## config.mk

```make
export PLATFORM = sky130hd
export DESIGN_NAME = clk_ctrl_bank
export DESIGN_NICKNAME = d
export VERILOG_FILES = /design/src/rtl/clk_ctrl_pkg.sv /design/src/rtl/clk_ctrl_protect.sv /design/src/rtl/clk_ctrl_interlock.sv /design/src/rtl/clk_ctrl_regs.sv /design/src/rtl/clk_ctrl_bank.sv
export SDC_FILE = /design/constraint.sdc
export NUM_CORES = 1
export LEC_CHECK = 0
export ABC_AREA = 1
export BUFFER_PORTS_ARGS = -buffer_cell sky130_fd_sc_hd__buf_2
export CORE_AREA = 2 2 47 49
export CTS_CLUSTER_SIZE = 28
export DETAILED_ROUTE_END_ITERATION = 10
export DIE_AREA = 0 0 49 51
export PLACE_DENSITY = 0.8
export RECOVER_POWER = 100
export SETUP_SLACK_MARGIN = 0.15
export SLEW_MARGIN = 5
export SYNTH_ARGS = -nofsm -noshare
export SYNTH_HDL_FRONTEND = slang
export SYNTH_SLANG_ARGS = --single-unit
```

## constraint.sdc

```tcl
create_clock -name clk_i -period 2.9 [get_ports clk_i]
set_input_delay 0.58 -clock clk_i [delete_from_list [all_inputs] [get_ports clk_i]]
set_output_delay 0.58 -clock clk_i [all_outputs]
set_load 0.1 [all_outputs]
```

## src/rtl/clk_ctrl_pkg.sv

```systemverilog
package clk_ctrl_pkg;
  localparam int ADDR_W = 3;

  typedef enum logic [2:0] {
    SRC_LOCO = 3'b000,
    SRC_MAIN = 3'b010,
    SRC_PLL  = 3'b100
  } clk_src_e;

  localparam logic [ADDR_W-1:0] A_PROT = 3'd0;
  localparam logic [ADDR_W-1:0] A_SRC  = 3'd1;
  localparam logic [ADDR_W-1:0] A_PLL  = 3'd2;
  localparam logic [ADDR_W-1:0] A_MOSC = 3'd3;
  localparam logic [ADDR_W-1:0] A_LOCO = 3'd4;
  localparam logic [ADDR_W-1:0] A_DET  = 3'd5;
  localparam logic [ADDR_W-1:0] A_ERR  = 3'd6;

  typedef struct packed {
    logic [2:0] sel;
    logic       pll_off;
    logic       mosc_stop;
    logic       loco_stop;
    logic       det_en;
  } clk_state_t;

  typedef struct packed {
    logic sel;
    logic pll;
    logic mosc;
    logic loco;
    logic det;
  } wr_grant_t;
endpackage

```

## src/rtl/clk_ctrl_protect.sv

```systemverilog
module clk_ctrl_protect
  import clk_ctrl_pkg::*;
#(
  parameter int          KEY_W  = 8,
  parameter int          PROT_W = 4,
  parameter logic [KEY_W-1:0] KEY = 8'hA5
) (
  input  logic                clk_i,
  input  logic                rst_ni,
  input  logic                wr_en_i,
  input  logic [ADDR_W-1:0]   addr_i,
  input  logic [KEY_W-1:0]    key_i,
  input  logic [PROT_W-1:0]   bits_i,
  output logic [PROT_W-1:0]   prot_o
);
  logic load;
  assign load = wr_en_i && (addr_i == A_PROT) && (key_i == KEY);

  always_ff @(posedge clk_i or negedge rst_ni) begin
    if (!rst_ni)   prot_o <= '0;
    else if (load) prot_o <= bits_i;
  end


  key_guard_chk: assert property (@(posedge clk_i) disable iff (!rst_ni)
    (wr_en_i && addr_i == A_PROT && key_i != KEY) |=> $stable(prot_o));
endmodule

```

## src/rtl/clk_ctrl_interlock.sv

```systemverilog
module clk_ctrl_interlock
  import clk_ctrl_pkg::*;
(
  input  logic              wr_en_i,
  input  logic [ADDR_W-1:0] addr_i,
  input  logic [2:0]        wbits_i,
  input  logic              unlocked_i,
  input  clk_state_t        state_i,
  output wr_grant_t         grant_o,
  output logic              reject_o
);
  logic hit_src, hit_pll, hit_mosc, hit_loco, hit_det;
  logic sel_ok, mosc_unsafe, loco_unsafe;

  assign hit_src  = wr_en_i && unlocked_i && (addr_i == A_SRC);
  assign hit_pll  = wr_en_i && unlocked_i && (addr_i == A_PLL);
  assign hit_mosc = wr_en_i && unlocked_i && (addr_i == A_MOSC);
  assign hit_loco = wr_en_i && unlocked_i && (addr_i == A_LOCO);
  assign hit_det  = wr_en_i && unlocked_i && (addr_i == A_DET);

  always_comb begin
    unique case (wbits_i)
      SRC_LOCO, SRC_MAIN, SRC_PLL: sel_ok = 1'b1;
      default:                     sel_ok = 1'b0;
    endcase
  end

  // stopping main osc is unsafe while it or the PLL feeds the clock, or PLL runs
  assign mosc_unsafe = wbits_i[0] && ((state_i.sel == SRC_MAIN) ||
                                      (state_i.sel == SRC_PLL)  ||
                                      !state_i.pll_off);
  assign loco_unsafe = wbits_i[0] && state_i.det_en;

  assign grant_o.sel  = hit_src && sel_ok;
  assign grant_o.pll  = hit_pll;
  assign grant_o.mosc = hit_mosc && !mosc_unsafe;
  assign grant_o.loco = hit_loco && !loco_unsafe;
  assign grant_o.det  = hit_det;

  assign reject_o = (hit_src && !sel_ok) ||
                    (hit_mosc && mosc_unsafe) ||
                    (hit_loco && loco_unsafe);
endmodule

```

## src/rtl/clk_ctrl_regs.sv

```systemverilog
module clk_ctrl_regs
  import clk_ctrl_pkg::*;
(
  input  logic       clk_i,
  input  logic       rst_ni,
  input  wr_grant_t  grant_i,
  input  logic [2:0] wbits_i,
  input  logic       reject_i,
  input  logic       err_clr_i,
  input  logic       fallback_i,
  output clk_state_t state_o,
  output logic       err_o
);
  always_ff @(posedge clk_i or negedge rst_ni) begin
    if (!rst_ni) begin
      state_o.sel       <= SRC_LOCO;
      state_o.pll_off   <= 1'b1;
      state_o.mosc_stop <= 1'b1;
      state_o.loco_stop <= 1'b0;
      state_o.det_en    <= 1'b0;
    end else begin
      if (fallback_i)        state_o.sel <= SRC_LOCO;
      else if (grant_i.sel)  state_o.sel <= wbits_i;
      if (grant_i.pll)       state_o.pll_off   <= wbits_i[0];
      if (grant_i.mosc)      state_o.mosc_stop <= wbits_i[0];
      if (grant_i.det)       state_o.det_en    <= wbits_i[0];
      // enabling detection restarts the slow oscillator
      if (grant_i.det && wbits_i[0]) state_o.loco_stop <= 1'b0;
      else if (grant_i.loco)         state_o.loco_stop <= wbits_i[0];
    end
  end

  always_ff @(posedge clk_i or negedge rst_ni) begin
    if (!rst_ni)        err_o <= 1'b0;
    else if (reject_i)  err_o <= 1'b1;
    else if (err_clr_i) err_o <= 1'b0;
  end


  fallback_chk: assert property (@(posedge clk_i) disable iff (!rst_ni)
    fallback_i |=> (state_o.sel == SRC_LOCO));

  loco_held_chk: assert property (@(posedge clk_i) disable iff (!rst_ni)
    state_o.det_en |-> !state_o.loco_stop);

  sel_enc_chk: assert property (@(posedge clk_i) disable iff (!rst_ni)
    $onehot0(state_o.sel) && !state_o.sel[0]);

  err_set_chk: assert property (@(posedge clk_i) disable iff (!rst_ni)
    reject_i |=> err_o);
endmodule

```

## src/rtl/clk_ctrl_bank.sv

```systemverilog
module clk_ctrl_bank
  import clk_ctrl_pkg::*;
#(
  parameter int          DATA_W = 16,
  parameter int          PROT_W = 4,
  parameter logic [7:0]  KEY    = 8'hA5
) (
  input  logic              clk_i,
  input  logic              rst_ni,
  input  logic              wr_en_i,
  input  logic [2:0]        addr_i,
  input  logic [DATA_W-1:0] wdata_i,
  output logic [DATA_W-1:0] rdata_o,
  input  logic              fallback_evt_i,
  output logic [2:0]        clk_sel_o,
  output logic              main_osc_stop_o,
  output logic              loco_stop_o,
  output logic              pll_off_o,
  output logic              osc_det_en_o,
  output logic              wr_err_o
);
  localparam int KEY_W   = 8;
  localparam int KEY_LSB = DATA_W - KEY_W;

  logic [PROT_W-1:0] prot;
  clk_state_t        state;
  wr_grant_t         grant;
  logic              reject, err, err_clr;
  logic              unused_mid;

  assign unused_mid = ^wdata_i[KEY_LSB-1:PROT_W];

  clk_ctrl_protect #(.KEY_W(KEY_W), .PROT_W(PROT_W), .KEY(KEY)) u_protect (
    .clk_i  (clk_i),
    .rst_ni (rst_ni),
    .wr_en_i(wr_en_i),
    .addr_i (addr_i),
    .key_i  (wdata_i[DATA_W-1:KEY_LSB]),
    .bits_i (wdata_i[PROT_W-1:0]),
    .prot_o (prot)
  );

  clk_ctrl_interlock u_interlock (
    .wr_en_i   (wr_en_i),
    .addr_i    (addr_i),
    .wbits_i   (wdata_i[2:0]),
    .unlocked_i(prot[0]),
    .state_i   (state),
    .grant_o   (grant),
    .reject_o  (reject)
  );

  assign err_clr = wr_en_i && (addr_i == A_ERR) && wdata_i[0];

  clk_ctrl_regs u_regs (
    .clk_i     (clk_i),
    .rst_ni    (rst_ni),
    .grant_i   (grant),
    .wbits_i   (wdata_i[2:0]),
    .reject_i  (reject),
    .err_clr_i (err_clr),
    .fallback_i(fallback_evt_i),
    .state_o   (state),
    .err_o     (err)
  );

  always_comb begin
    rdata_o = '0;
    unique case (addr_i)
      A_PROT:  rdata_o[PROT_W-1:0] = prot;
      A_SRC:   rdata_o[2:0]        = state.sel;
      A_PLL:   rdata_o[0]          = state.pll_off;
      A_MOSC:  rdata_o[0]          = state.mosc_stop;
      A_LOCO:  rdata_o[0]          = state.loco_stop;
      A_DET:   rdata_o[0]          = state.det_en;
      A_ERR:   rdata_o[0]          = err;
      default: rdata_o             = '0;
    endcase
  end

  assign clk_sel_o       = state.sel;
  assign main_osc_stop_o = state.mosc_stop;
  assign loco_stop_o     = state.loco_stop;
  assign pll_off_o       = state.pll_off;
  assign osc_det_en_o    = state.det_en;
  assign wr_err_o        = err;


  locked_hold_chk: assert property (@(posedge clk_i) disable iff (!rst_ni)
    (wr_en_i && !prot[0] && !fallback_evt_i && addr_i >= A_SRC && addr_i <= A_DET)
    |=> $stable(state));

  mosc_src_chk: assert property (@(posedge clk_i) disable iff (!rst_ni)
    (wr_en_i && addr_i == A_MOSC && wdata_i[0] &&
     (clk_sel_o == SRC_MAIN || clk_sel_o == SRC_PLL)) |=> $stable(main_osc_stop_o));

  mosc_pll_chk: assert property (@(posedge clk_i) disable iff (!rst_ni)
    (wr_en_i && addr_i == A_MOSC && wdata_i[0] && !pll_off_o) |=> $stable(main_osc_stop_o));
endmodule

```

==> flow_summary_export.csv <==
group,metric,value,unit
worst_setup_path,r2r_end,"u_regs.err_o$_DFFE_PN0P_",
global_routing,grtUsageTotal,0.167,
routing,ant_nets,0,
sta,period_share,0.817,
placement,place.gp.congestion,0.817,
routing,avgRoutedWirePerCell,9.99,um
sta,finalSetupViolCount,0,
sta,tightest_slew,1.17,ns
worst_setup_path,crit_type,"in2out",
worst_setup_path,crit_path_end_kind,"primary output",
sta,timing.setup.tns,0,ns
worst_setup_path,worstReg2RegStart,"u_protect.prot_o[0]$_DFFE_PN0P_",
finish,fill_cells,235,
worst_setup_path,arrival,1.79,ns
yosys,synth_top_area_cell,"dfrtp_1",
floorplanning,start_util,0.428,
clocking,post_cts_buffers,0,
hold_path,hp-class,"in2async",
yosys,synth_top_area_frac,0.283,
yosys,seq_area_frac_synth,0.343,
routing,drtIter0Drc,6,
placement,post-dp-hpwl,1.53,mm
sta,rsz0062_at_grt,"false",
yosys,synth_ff_type,"dfrtp_1",
sta,fin_skew,0.00233,ns
sta,max_freq,422,MHz
power,p_leak,0.548,nW
finish,diodes,0,
floorplanning,core-area,0.00206,mm^2
yosys,synthTopCellsByCount,"29 x nand2_1, 19 x nor2_1, 15 x inv_1",
clocking,cts_tree,"done",
finish,synthToLayoutAreaGrowth,14.0,%
power,power,0.457,mW
yosys,synth.most_common_cell,"nand2_1",
clocking,clock_latency,0.27,ns
worst_setup_path,ff2ff_setup_slack,1.78,ns
routing,dr.pass1.iters,5,
finish,drive_gt1_frac,0.199,
worst_setup_path,r2r_cells,6,
placement,port_buffers,30,
clocking,postCtsResizedCells,0,
clocking,clk_pin_slew_worst_paths,0.08,ns
global_routing,grt_antenna_before_repair,0,
floorplanning,die_w,49,um
clocking,cts-root-to-sink-buffers,2,
yosys,yosys.cell_types.count,20,
job,cap_violations,0,
yosys,ys.warnings.count,0,
sta,relSlewSlack,0.224,
status,status,"complete, no violations",
routing,drcViolationCount,0,
worst_setup_path,required,2.32,ns
global_routing,grt_pass1_wl,3.28,mm
sta,hold_violations,0,
finish,fin_nets,185,
yosys,synth_area_leaders,"dfrtp_1 28%, nand2_1 12%, buf_4 10%",
clocking,hold_buffers,0,
finish,multi_input_area,429,um^2
clocking,cts_buffers,3,
global_routing,grt_pass1_vias,857,
yosys,synth_seq_cells,12,
clocking,cts_root_buffer,"clkbuf_4",
worst_setup_path,path_max_fanout,8,
routing,wirelength,1.89,mm
yosys,synth-edff-count,0,
finish,fin_util,0.488,
power,p_per_area,454,mW/mm^2
finish,final-seq-area,303,um^2
yosys,async_reset_ff_frac,1.00,
global_routing,grt_start_max_net_pins,13,
floorplanning,die-area,0.00250,mm^2
floorplanning,rows,17,
yosys,syn_inst,130,
power,vdd_drop_max,185,uV
routing,route.vias.total,868,
floorplanning,io_pins,47,
clocking,cts_max_level,1,
worst_setup_path,critPathLaunchType,"primary input",
sta,min_period,2.37,ns
global_routing,gr-total-overflow,0,
clocking,cts.sinks,12,
routing,vias_per_cell,4.59,
floorplanning,fp.dieH,51,um
yosys,synth.avg_cell_area,6.79,um^2
sta,slew_viol_final,0,
yosys,synthesis.area,883,um^2
## power breakdown
group / internal [mW] / switching [mW] / leakage (nW)
sequential: 0.171 / 0.00218 / 0.154
combinational: 0.0181 / 0.131 / 0.372
clock: 0.0763 / 0.0584 / 0.0210
## through the flow
step                      cell area [um^2]  cells  worst slack (ns)  hold WS [ns]
after floorplan                        932    141             0.160         0.284
after global placement                1010    185             0.677         0.458
after detailed placement              1010    185             0.649         0.462
after CTS                             1050    189             0.645         0.180
after global routing                  1010    189             0.412         0.382
final                                 1010    189             0.530         0.318
## critical path: stages
cell      delay [ns]
clkbuf_1        0.16
nor2_1          0.18
nand2_1         0.13
inv_2           0.09
nand2_1         0.05
nand2_1         0.05
nor2_1          0.04
nand2_1         0.06
clkbuf_2        0.44
## how the worst max path moves through the flow
stage,from,endpoint,slack [ns]
4_1_cts,addr_i[1],rdata_o[0],0.64
3_5_place_dp,addr_i[1],rdata_o[0],0.65
5_1_grt,addr_i[1],rdata_o[0],0.41
3_3_place_gp,addr_i[1],rdata_o[0],0.68
6_report,addr_i[1],rdata_o[0],0.53
2_1_floorplan,addr_i[1],rdata_o[3],0.16
## metal layers
metal	vias up	routed length, um	track usage	share of wire
met2	21	1020	0.320	0.54
met3	2	86	0.0292	0.046
li1	445	-	-	-
met5	-	0	0	0
met1	400	772	0.178	0.41
met4	0	14	0.0762	0.0074
## flip-flops by register name (all words and copies together), names as in the netlist
register          cells
u_protect.prot_o      4
u_regs.state_o        7
u_regs.err_o          1
## logic make-up after synthesis
group                  share of synthesized area
AND/OR/NAND/NOR                            0.412
AO/OA/AOI/OAI                             0.0453
flip-flops                                 0.343
other                                    0.00425
buffers and inverters                      0.195
## area by class of cell
class | instances | share of cell area
multi-input cells | 97 | 0.426
repair buffers | 30 | 0.135
flip-flops and latches | 12 | 0.301
inverters | 18 | 0.0671
clock buffers | 4 | 0.0360
well taps | 28 | 0.0348
## layout by cell type (no fill, tap or decap), types with 4 or more instances in the layout
cell type  Yosys  routed
conb_1         1      12
clkbuf_1       1      11
buf_2          0      15
nand4_1        5       5
nand2_1       29      31
dfrtp_1       10      10
nor2_1        19      22
nand3_1       14      14
inv_1         15      15
clkbuf_2       0       4
Note: power is estimated with default switching activity, not from simulation.
